**src/rtl/lhp_pkg.sv**
```systemverilog
package lhp_pkg;

  typedef enum logic [1:0] {
    CTR_STRONG_NT = 2'b00,
    CTR_WEAK_NT   = 2'b01,
    CTR_WEAK_T    = 2'b10,
    CTR_STRONG_T  = 2'b11
  } ctr_t;

  // Saturating one-step move toward the observed outcome.
  function automatic ctr_t ctr_step(input ctr_t cur, input logic taken);
    ctr_t nxt;
    nxt = cur;
    if (taken) begin
      if (cur != CTR_STRONG_T) nxt = ctr_t'(cur + 2'd1);
    end else begin
      if (cur != CTR_STRONG_NT) nxt = ctr_t'(cur - 2'd1);
    end
    return nxt;
  endfunction

endpackage

```
**src/rtl/lhp_reset_sync.sv**
```systemverilog
module lhp_reset_sync (
  input  logic clk,
  input  logic rst_n_i,
  output logic rst_n_o
);

  logic [1:0] sync_q;
  logic [1:0] sync_d;

  always_comb begin
    sync_d = {sync_q[0], 1'b1};
  end

  always_ff @(posedge clk or negedge rst_n_i) begin
    if (!rst_n_i) sync_q <= 2'b00;
    else          sync_q <= sync_d;
  end

  assign rst_n_o = sync_q[1];

endmodule

```
**src/rtl/lhp_history_table.sv**
```systemverilog
module lhp_history_table #(
  parameter int PC_W   = 32,
  parameter int IDX_W  = 4,
  parameter int HIST_W = 4
) (
  input  logic              clk,
  input  logic              rst_n,
  input  logic [PC_W-1:0]   rd_pc,
  output logic [HIST_W-1:0] rd_hist,
  input  logic              wr_en,
  input  logic [PC_W-1:0]   wr_pc,
  input  logic              wr_taken
);

  localparam int DEPTH = 1 << IDX_W;
  localparam int SEL_LO = 2;
  localparam int SEL_HI = IDX_W + 1;

  logic [IDX_W-1:0]  rd_sel;
  logic [IDX_W-1:0]  wr_sel;
  logic [HIST_W-1:0] hist_q [DEPTH];

  assign rd_sel = rd_pc[SEL_HI:SEL_LO];
  assign wr_sel = wr_pc[SEL_HI:SEL_LO];

  for (genvar e = 0; e < DEPTH; e++) begin : g_entry
    logic              ent_en;
    logic [HIST_W-1:0] ent_d;
    logic [HIST_W-1:0] ent_q;

    always_comb begin
      ent_en = wr_en && (wr_sel == IDX_W'(e));
      ent_d  = {ent_q[HIST_W-2:0], wr_taken};
    end

    always_ff @(posedge clk or negedge rst_n) begin
      if (!rst_n)      ent_q <= '0;
      else if (ent_en) ent_q <= ent_d;
    end

    assign hist_q[e] = ent_q;
  end

  assign rd_hist = hist_q[rd_sel];

  // the written entry gains the outcome at bit 0 and keeps its older bits shifted up
  a_r4_hist_shift: assert property (@(posedge clk) disable iff (!rst_n)
    wr_en |=> (hist_q[$past(wr_sel)] ==
               {$past(hist_q[wr_sel][HIST_W-2:0]), $past(wr_taken)}));

endmodule

```
**src/rtl/lhp_counter_table.sv**
```systemverilog
module lhp_counter_table
  import lhp_pkg::*;
#(
  parameter int HIST_W = 4
) (
  input  logic              clk,
  input  logic              rst_n,
  input  logic [HIST_W-1:0] rd_idx,
  output logic              rd_taken,
  input  logic              wr_en,
  input  logic [HIST_W-1:0] wr_idx,
  input  logic              wr_taken
);

  localparam int DEPTH = 1 << HIST_W;

  ctr_t cnt_q [DEPTH];

  for (genvar c = 0; c < DEPTH; c++) begin : g_ctr
    logic ctr_en;
    ctr_t ctr_d;
    ctr_t ctr_q;

    always_comb begin
      ctr_en = wr_en && (wr_idx == HIST_W'(c));
      ctr_d  = ctr_step(ctr_q, wr_taken);
    end

    always_ff @(posedge clk or negedge rst_n) begin
      if (!rst_n)      ctr_q <= CTR_WEAK_NT;
      else if (ctr_en) ctr_q <= ctr_d;
    end

    assign cnt_q[c] = ctr_q;
  end

  assign rd_taken = cnt_q[rd_idx][1];

  // saturation at the top
  a_r5_sat_high: assert property (@(posedge clk) disable iff (!rst_n)
    (wr_en && wr_taken && cnt_q[wr_idx] == CTR_STRONG_T)
      |=> (cnt_q[$past(wr_idx)] == CTR_STRONG_T));

  // saturation at the bottom
  a_r5_sat_low: assert property (@(posedge clk) disable iff (!rst_n)
    (wr_en && !wr_taken && cnt_q[wr_idx] == CTR_STRONG_NT)
      |=> (cnt_q[$past(wr_idx)] == CTR_STRONG_NT));

  // one contrary outcome from strong taken keeps the taken prediction
  a_r6_hold_strong: assert property (@(posedge clk) disable iff (!rst_n)
    (wr_en && !wr_taken && cnt_q[wr_idx] == CTR_STRONG_T)
      |=> cnt_q[$past(wr_idx)][1]);

  // one contrary outcome from strong not-taken keeps the not-taken prediction
  a_r6_hold_strong_nt: assert property (@(posedge clk) disable iff (!rst_n)
    (wr_en && wr_taken && cnt_q[wr_idx] == CTR_STRONG_NT)
      |=> !cnt_q[$past(wr_idx)][1]);

endmodule

```
**src/rtl/local_history_predictor.sv**
```systemverilog
module local_history_predictor #(
  parameter int PC_W   = 32,
  parameter int IDX_W  = 4,
  parameter int HIST_W = 4
) (
  input  logic              clk,
  input  logic              rst_n,
  input  logic [PC_W-1:0]   lk_pc,
  output logic              lk_taken,
  output logic [HIST_W-1:0] lk_index,
  input  logic              wr_valid,
  input  logic [PC_W-1:0]   wr_pc,
  input  logic              wr_taken,
  input  logic [HIST_W-1:0] wr_index
);

  logic              core_rst_n;
  logic [HIST_W-1:0] lk_hist;

  lhp_reset_sync u_rst (
    .clk     (clk),
    .rst_n_i (rst_n),
    .rst_n_o (core_rst_n)
  );

  lhp_history_table #(
    .PC_W   (PC_W),
    .IDX_W  (IDX_W),
    .HIST_W (HIST_W)
  ) u_hist (
    .clk      (clk),
    .rst_n    (core_rst_n),
    .rd_pc    (lk_pc),
    .rd_hist  (lk_hist),
    .wr_en    (wr_valid),
    .wr_pc    (wr_pc),
    .wr_taken (wr_taken)
  );

  lhp_counter_table #(
    .HIST_W (HIST_W)
  ) u_ctr (
    .clk      (clk),
    .rst_n    (core_rst_n),
    .rd_idx   (lk_hist),
    .rd_taken (lk_taken),
    .wr_en    (wr_valid),
    .wr_idx   (wr_index),
    .wr_taken (wr_taken)
  );

  assign lk_index = lk_hist;

endmodule

```
**config.mk**
```make
export PLATFORM = sky130hd
export DESIGN_NAME = local_history_predictor
export DESIGN_NICKNAME = d
export VERILOG_FILES = /design/src/rtl/lhp_pkg.sv /design/src/rtl/lhp_reset_sync.sv /design/src/rtl/lhp_history_table.sv /design/src/rtl/lhp_counter_table.sv /design/src/rtl/local_history_predictor.sv
export SDC_FILE = /design/constraint.sdc
export NUM_CORES = 1
export LEC_CHECK = 0
export BUFFER_PORTS_ARGS = -buffer_cell sky130_fd_sc_hd__clkbuf_2
export CAP_MARGIN = 0
export CORE_AREA = 3 3 133 103
export DETAILED_ROUTE_END_ITERATION = 10
export DIE_AREA = 0 0 136 106
export GPL_TIMING_DRIVEN = 1
export PLACE_DENSITY = 0.55
export SKIP_LAST_GASP = 1
export SLEW_MARGIN = 30
export SYNTH_ARGS = -nofsm -noshare
export SYNTH_HDL_FRONTEND = slang
export SYNTH_SLANG_ARGS = --single-unit
```
**constraint.sdc**
```tcl
create_clock -name clk -period 5.9 [get_ports clk]
set_input_delay 1.18 -clock clk [delete_from_list [all_inputs] [get_ports clk]]
set_output_delay 1.18 -clock clk [all_outputs]
set_load 0.01 [all_outputs]
```
======== Yosys cells after proc, flatten, opt, wreduce, memory -nomap -nowiden ========
Cells that the tools add are included.
storage, ports and cells
  flip-flop bits (word level) ............. 98
  logic and storage cells ................. 267
  output and inout port bits .............. 5
  memory bits (writable) .................. 0
  bits in read-only memories .............. 0
  input bits .............................. 72
  memories ................................ 0
  bits in latches ......................... 0
cells by class
  multiplexer cells ....................... 54
  multipliers ............................. 0
  shift operators ......................... 0
  divide/modulo/power cells ............... 0
  add/subtract/negate cells ............... 32
  equality and inequality tests ........... 62
  reduce and logical (&&, ||, !) cells .... 82
  bitwise gates (word level) .............. 2
  order comparisons ....................... 2
operators by type and width
  operator                                                             number
  2-bit 2-to-1 mux                                                     50
  4-bit == test (second input constant)                                16
  2-bit nonzero test                                                   32
  3-bit AND reduction                                                  16
  2-bit by 1-bit adder with 2-bit output (second input constant)       16
  4-bit by 3-bit == test with 1-bit output (second input constant)     8
  1-bit logical AND                                                    32
  2-bit by 1-bit != test with 1-bit output (second input constant)     16
  2-bit != test (second input constant)                                16
  2-bit by 1-bit subtractor with 2-bit output (second input constant)  16
  4-bit binary-select mux with 4-bit select                            1
  4-bit by 2-bit == test with 1-bit output (second input constant)     4
  5-bit greater-or-equal comparator (second input constant)            2
  4-bit NOT with 5-bit output                                          2
  2-bit binary-select mux with 4-bit select                            1
  4-bit by 1-bit == test with 1-bit output (second input constant)     2
  4-bit zero test                                                      2
  4-bit 2-to-1 mux                                                     2

======== Longest topological paths before layout ========
  word-level depth ........................ 8
  gate-level depth with buffers ........... 9
  mapped depth without buffers ............ 7

======== By module ========
A second synthesis with hierarchy kept.
unflattened totals
  cells, all modules ...................... 409
  area total of the unflattened synthesis .. 5113.7 um2
modules (own cells, without submodules)
  module             area each (um2)  cells an instance  instances  seq. area each (um2)
  lhp_history_table  3015.4           192                1          1601.5
  lhp_counter_table  2044.5           214                1          820.8
  lhp_reset_sync     53.8             3                  1          50.0

======== Worst setup path before layout ========
No wires, ideal clock.
  path type ............................... input-to-output
  start point ............................. input port lk_pc[3]
  end point ............................... output port lk_taken
  setup slack ............................. 1.581 ns
  cell stages on the path ................. 8
  data arrival time ....................... 3.139 ns
  path through ............................ buf_6 mux2_2 mux4_2 o21a_1 buf_6 mux2i_1 a32o_1 nor4_2
between the ends
  longest elaborated chain between the ends .. 8
RTL lines
  what                                                  RTL line                       RTL
  start: declaration                                    local_history_predictor.sv:8   input logic [PC_W-1:0] lk_pc,
  4-bit NOT with 5-bit output (not written as such)     lhp_history_table.sv:44        assign rd_hist = hist_q[rd_sel];
  4-bit binary-select mux with 4-bit select             lhp_history_table.sv:44
  4-bit 2-to-1 mux (not written as such) (2 in series)  lhp_history_table.sv:44
  named net lk_index[1]                                 local_history_predictor.sv:10  output logic [HIST_W-1:0] lk_index,
  4-bit NOT with 5-bit output (not written as such)     lhp_counter_table.sv:37        assign rd_taken = cnt_q[rd_idx][1];
  2-bit binary-select mux with 4-bit select             lhp_counter_table.sv:37
  2-bit 2-to-1 mux (not written as such) (2 in series)  lhp_counter_table.sv:37
  end: declaration                                      local_history_predictor.sv:9   output logic lk_taken,
The timed path passes the listed nets, and every way through them passes these cells. The select of a mux whose other input is x is not followed.

======== Final worst setup path ========
  start point ............................. input port lk_pc[3]
  end point ............................... output port lk_taken
between the ends
  longest elaborated chain between the ends .. 8
RTL lines
  what                                                  RTL line
  4-bit NOT with 5-bit output (not written as such)     lhp_history_table.sv:44
  4-bit binary-select mux with 4-bit select             lhp_history_table.sv:44
  4-bit 2-to-1 mux (not written as such) (2 in series)  lhp_history_table.sv:44
  4-bit NOT with 5-bit output (not written as such)     lhp_counter_table.sv:37
  2-bit binary-select mux with 4-bit select             lhp_counter_table.sv:37
  2-bit 2-to-1 mux (not written as such) (2 in series)  lhp_counter_table.sv:37
Every way passes these cells. The select of a mux whose other input is x is not followed.

==> reports/metrics.sh <==
TRITONCTS='done'
DP_CELLS=594
LEAKAGE_nW=2.344
RR_ENDPOINT='u_hist.g_entry[7].ent_q[0]'
LAYOUT_COMMONEST_CELL='sky130_fd_sc_hd__dfrtp_1'
DIE_H_UM=106
SYNTH-SEQ-CELLS=98
CLOCK_TREE.HTREE_LEVEL_COUNT=3
CLK_ROOT_BUFFER_CELL='sky130_fd_sc_hd__clkbuf_16'
DRC=0
CLKLATENCYLATEPIN_PS=340
CTS.REPAIR.RESIZED=0
SYN_AREA_PER_CELL_UM2=11.54
PLACEABLECOREAREA_UM2=12350
CRIT_REQUIRED_PS=4720
CRIT_TYPE='primary input to output pin'
CLOCKBUFFERDEPTH=2
NUM_IO_PINS=77
FINAL_NETS=511
START_KIND='primary input'
LARGEST_NET_DEGREE_AT_THE_START_OF_GLOBAL_ROUTING=53
CLOCK_PIN_SLEW_WORST_SETUP_AND_HOLD_PATHS_PS=70
RSZ_0062_RAISED_AFTER_GLOBAL_ROUTING='no'
WORST_HOLD_PATH_TYPE='flop to asynchronous set/reset pin'
WARNINGS_FROM_YOSYS=0
INITIAL_CORE_UTIL_PCT=40.00
CTS.REPAIR_TIMING.SETUP_BUFFER_COUNT=0
RUN_STATUS='finished, final reports clean'
ENDPOINT_TYPE_OF_THE_WORST_SETUP_PATH='output pin'
FILLERINSTANCES=1142
DETAIL_ROUTE.ITER0.VIOLATIONS=239
FINAL_COUNT_OF_NEGATIVE_SETUP_SLACK_ENDPOINTS=0
WIRELENGTH_MM=10.73
IR_WORST_VDD_V=0.0001859
GLOBALROUTETOTALUTIL_PCT=15.80
DIE_AREA_UM2=14420
CLKSINKCOUNT=98
WORST-R2R-CELL-COUNT=1
WORST_SLEW_PIN_SLEW_PS=841.1
RELATIVE_MAX_TRANSITION_MARGIN_PCT=43.58
SYNTHDISTINCTLIBCELLS=39
COMMONEST_CELLS_AFTER_ROUTING_FILL_AND_TAPS_ASIDE='sky130_fd_sc_hd__dfrtp_1, sky130_fd_sc_hd__mux2_2, sky130_fd_sc_hd__o21ai_0, sky130_fd_sc_hd__nand2_1, sky130_fd_sc_hd__nor2_1'
FIRST_PASS_GRT_WIRE_LENGTH_MM=17.82
CORE.ROWCOUNT=35
MIN_PERIOD_PS=5000
LAYOUTNONFILLERINSTCOUNT=610
P_TOTAL_mW=1.823
MAX_CAP_VIOLATIONS=0
VIAS_PER_CELL=5.541
DETAILED_PLACE.AREA_UM2=5139
FF2FF_SETUP_SLACK_PS=4490
ROUTED-VIA-COUNT=3380
DPL.HPWL_MM=7.620
DRT_FIRST_PASS_ITERS=4
CTS_HOLD_REPAIR.BUFFERS=0
POST_SYNTHESIS_INSTANCE_AREA_UM2=4940
GRT_OVERFLOW=0
NETLIST_INSTANCES=428
REG2REG_FROM='u_rst.sync_q[1]'
FIRST_GLOBAL_VIAS=3336
CRIT_ARRIVAL_PS=3820
ROUTEDWLPERCELL_UM=17.60
FINALCLOCKSKEW_PS=4.010
POSTSYNTHNETCOUNT=500
PORTION_OF_THE_POST_SYNTHESIS_AREA_USED_BY_SEQUENTIAL_ELEMENTS_PCT=50.05
FIN_TNS_SETUP_PS=0
FMAX_MHz=200.0
ANTENNA_DIODE_COUNT=0
FINAL_DESIGN_AREA_NO_FILL_UM2=5482
FP.DIEW_UM=136
PERIOD_SHARE_PCT=84.75
PLACEMENT.IO_BUFFERS=20
ANT_NETS=0
ANTENNA_FOUND_INITIAL=0
WEIGHTED_CONGESTION_AT_THE_END_OF_ROUTABILITY_DRIVEN_GLOBAL_PLACEMENT=0.7703
FINAL-HOLD-VIOLATION-COUNT=0
AREA_GROWTH_PCT=10.97
POWER-PER-CELL-AREA_nW_PER_UM2=332.7
CRITICAL_PATH.MAX_FANOUT=18
CTS-BUFFERS-INSERTED=9
LAYOUT-DRIVE-GT1-SHARE_PCT=28.38
FINAL-MAX-SLEW-VIOLATION-COUNT=0
==> per-stage QoR <==
stage / hold WS [ps] / worst slack (ps) / util, %
2_1_floorplan: 331.2 / 1581 / -
3_3_place_gp: 337.4 / 874.9 / 41.61
3_5_place_dp: 340.4 / 877.9 / 41.61
4_1_cts: 359.9 / 871.5 / 44.39
5_1_grt: 360.4 / 753.7 / 44.39
6_report: 330.5 / 899.8 / 44.39
==> where the power goes <==
part | internal (mW) | total (mW) | switching (mW) | leakage, nW
clock network | 0.414 | 0.668 | 0.254 | 0.169
logic | 0.146 | 0.279 | 0.133 | 0.997
registers | 0.791 | 0.876 | 0.0850 | 1.18
total | 1.35 | 1.82 | 0.472 | 2.34
==> routing by layer <==
layer	up-vias	global-route usage (%)	wire length, µm
met5	-	0	0
met4	0	3.237	77
met2	51	22.58	4768
met3	9	3.974	391
met1	1708	24.23	5497
li1	1612	-	-
==> worst max path at each step <==
| stage | cells after the start | startpoint | slack (ps) | to |
|---|---|---|---|---|
| floorplan | 8 | lk_pc[3] | 1580 | lk_taken |
| global placement | 8 | lk_pc[3] | 870 | lk_taken |
| detailed placement | 8 | lk_pc[3] | 880 | lk_taken |
| CTS | 8 | lk_pc[3] | 870 | lk_taken |
| global route | 8 | lk_pc[3] | 750 | lk_taken |
| finish | 8 | lk_pc[3] | 900 | lk_taken |
==> cells by family after synthesis <==
family          synth area share (%)
flops                          50.05
buf+inv                        3.445
other cells                  0.07591
mux                            23.81
simple gates                   9.448
compound gates                 13.17
==> state kept, by name (all words and copies together), names as in the netlist <==
name / count
u_rst.sync_q: 2
u_ctr.g_ctr.ctr_q: 32
u_hist.g_entry.ent_q: 64
==> layout make-up <==
| class | count | area [µm²] | share of cell area [%] |
|---|---|---|---|
| Multi-Input combinational cell | 296 | 2297 | 41.91 |
| Clock buffer | 9 | 225.2 | 4.109 |
| Timing Repair Buffer | 21 | 107.6 | 1.963 |
| Sequential cell | 98 | 2476 | 45.17 |
| Tap cell | 166 | 207.7 | 3.789 |
| Clock inverter | 7 | 117.6 | 2.146 |
| Inverter | 13 | 50.05 | 0.9130 |
==> critical path: stages <==
cell	delay, ps
sky130_fd_sc_hd__clkbuf_2	420
sky130_fd_sc_hd__mux2_2	410
sky130_fd_sc_hd__mux4_2	570
sky130_fd_sc_hd__o21a_1	360
sky130_fd_sc_hd__mux2i_1	190
sky130_fd_sc_hd__a32o_1	280
sky130_fd_sc_hd__nor4_2	220
sky130_fd_sc_hd__clkbuf_2	170
==> synth_stat cells, drive strengths merged <==
| master | number | area share (%) |
|---|---|---|
| a211oi | 5 | 0.76 |
| a21oi | 28 | 2.8 |
| a31oi | 7 | 0.89 |
| a32o | 1 | 0.20 |
| a41oi | 2 | 0.35 |
| and3 | 3 | 0.38 |
| buf | 6 | 1.3 |
| clkbuf | 15 | 1.1 |
| clkinv | 2 | 0.18 |
| conb | 1 | 0.076 |
| dfrtp | 82 | 42 |
| dfstp | 16 | 8.5 |
| inv | 11 | 0.84 |
| mux2 | 63 | 14 |
| mux2i | 5 | 1.0 |
| mux4 | 17 | 8.4 |
| nand2 | 30 | 2.3 |
| nand2b | 5 | 0.63 |
| nand3 | 7 | 0.71 |
| nand3b | 4 | 0.61 |
| nor2 | 30 | 2.3 |
| nor2b | 5 | 0.63 |
| nor3 | 8 | 0.81 |
| nor3b | 4 | 0.61 |
| nor4 | 2 | 0.38 |
| o2111ai | 1 | 0.18 |
| o211ai | 17 | 2.6 |
| o21a | 1 | 0.15 |
| o21ai | 43 | 4.4 |
| o22a | 1 | 0.18 |
| o22ai | 3 | 0.38 |
| o31ai | 2 | 0.30 |
| or3 | 1 | 0.13 |
No activity file was read; power rests on OpenSTA's default activity.
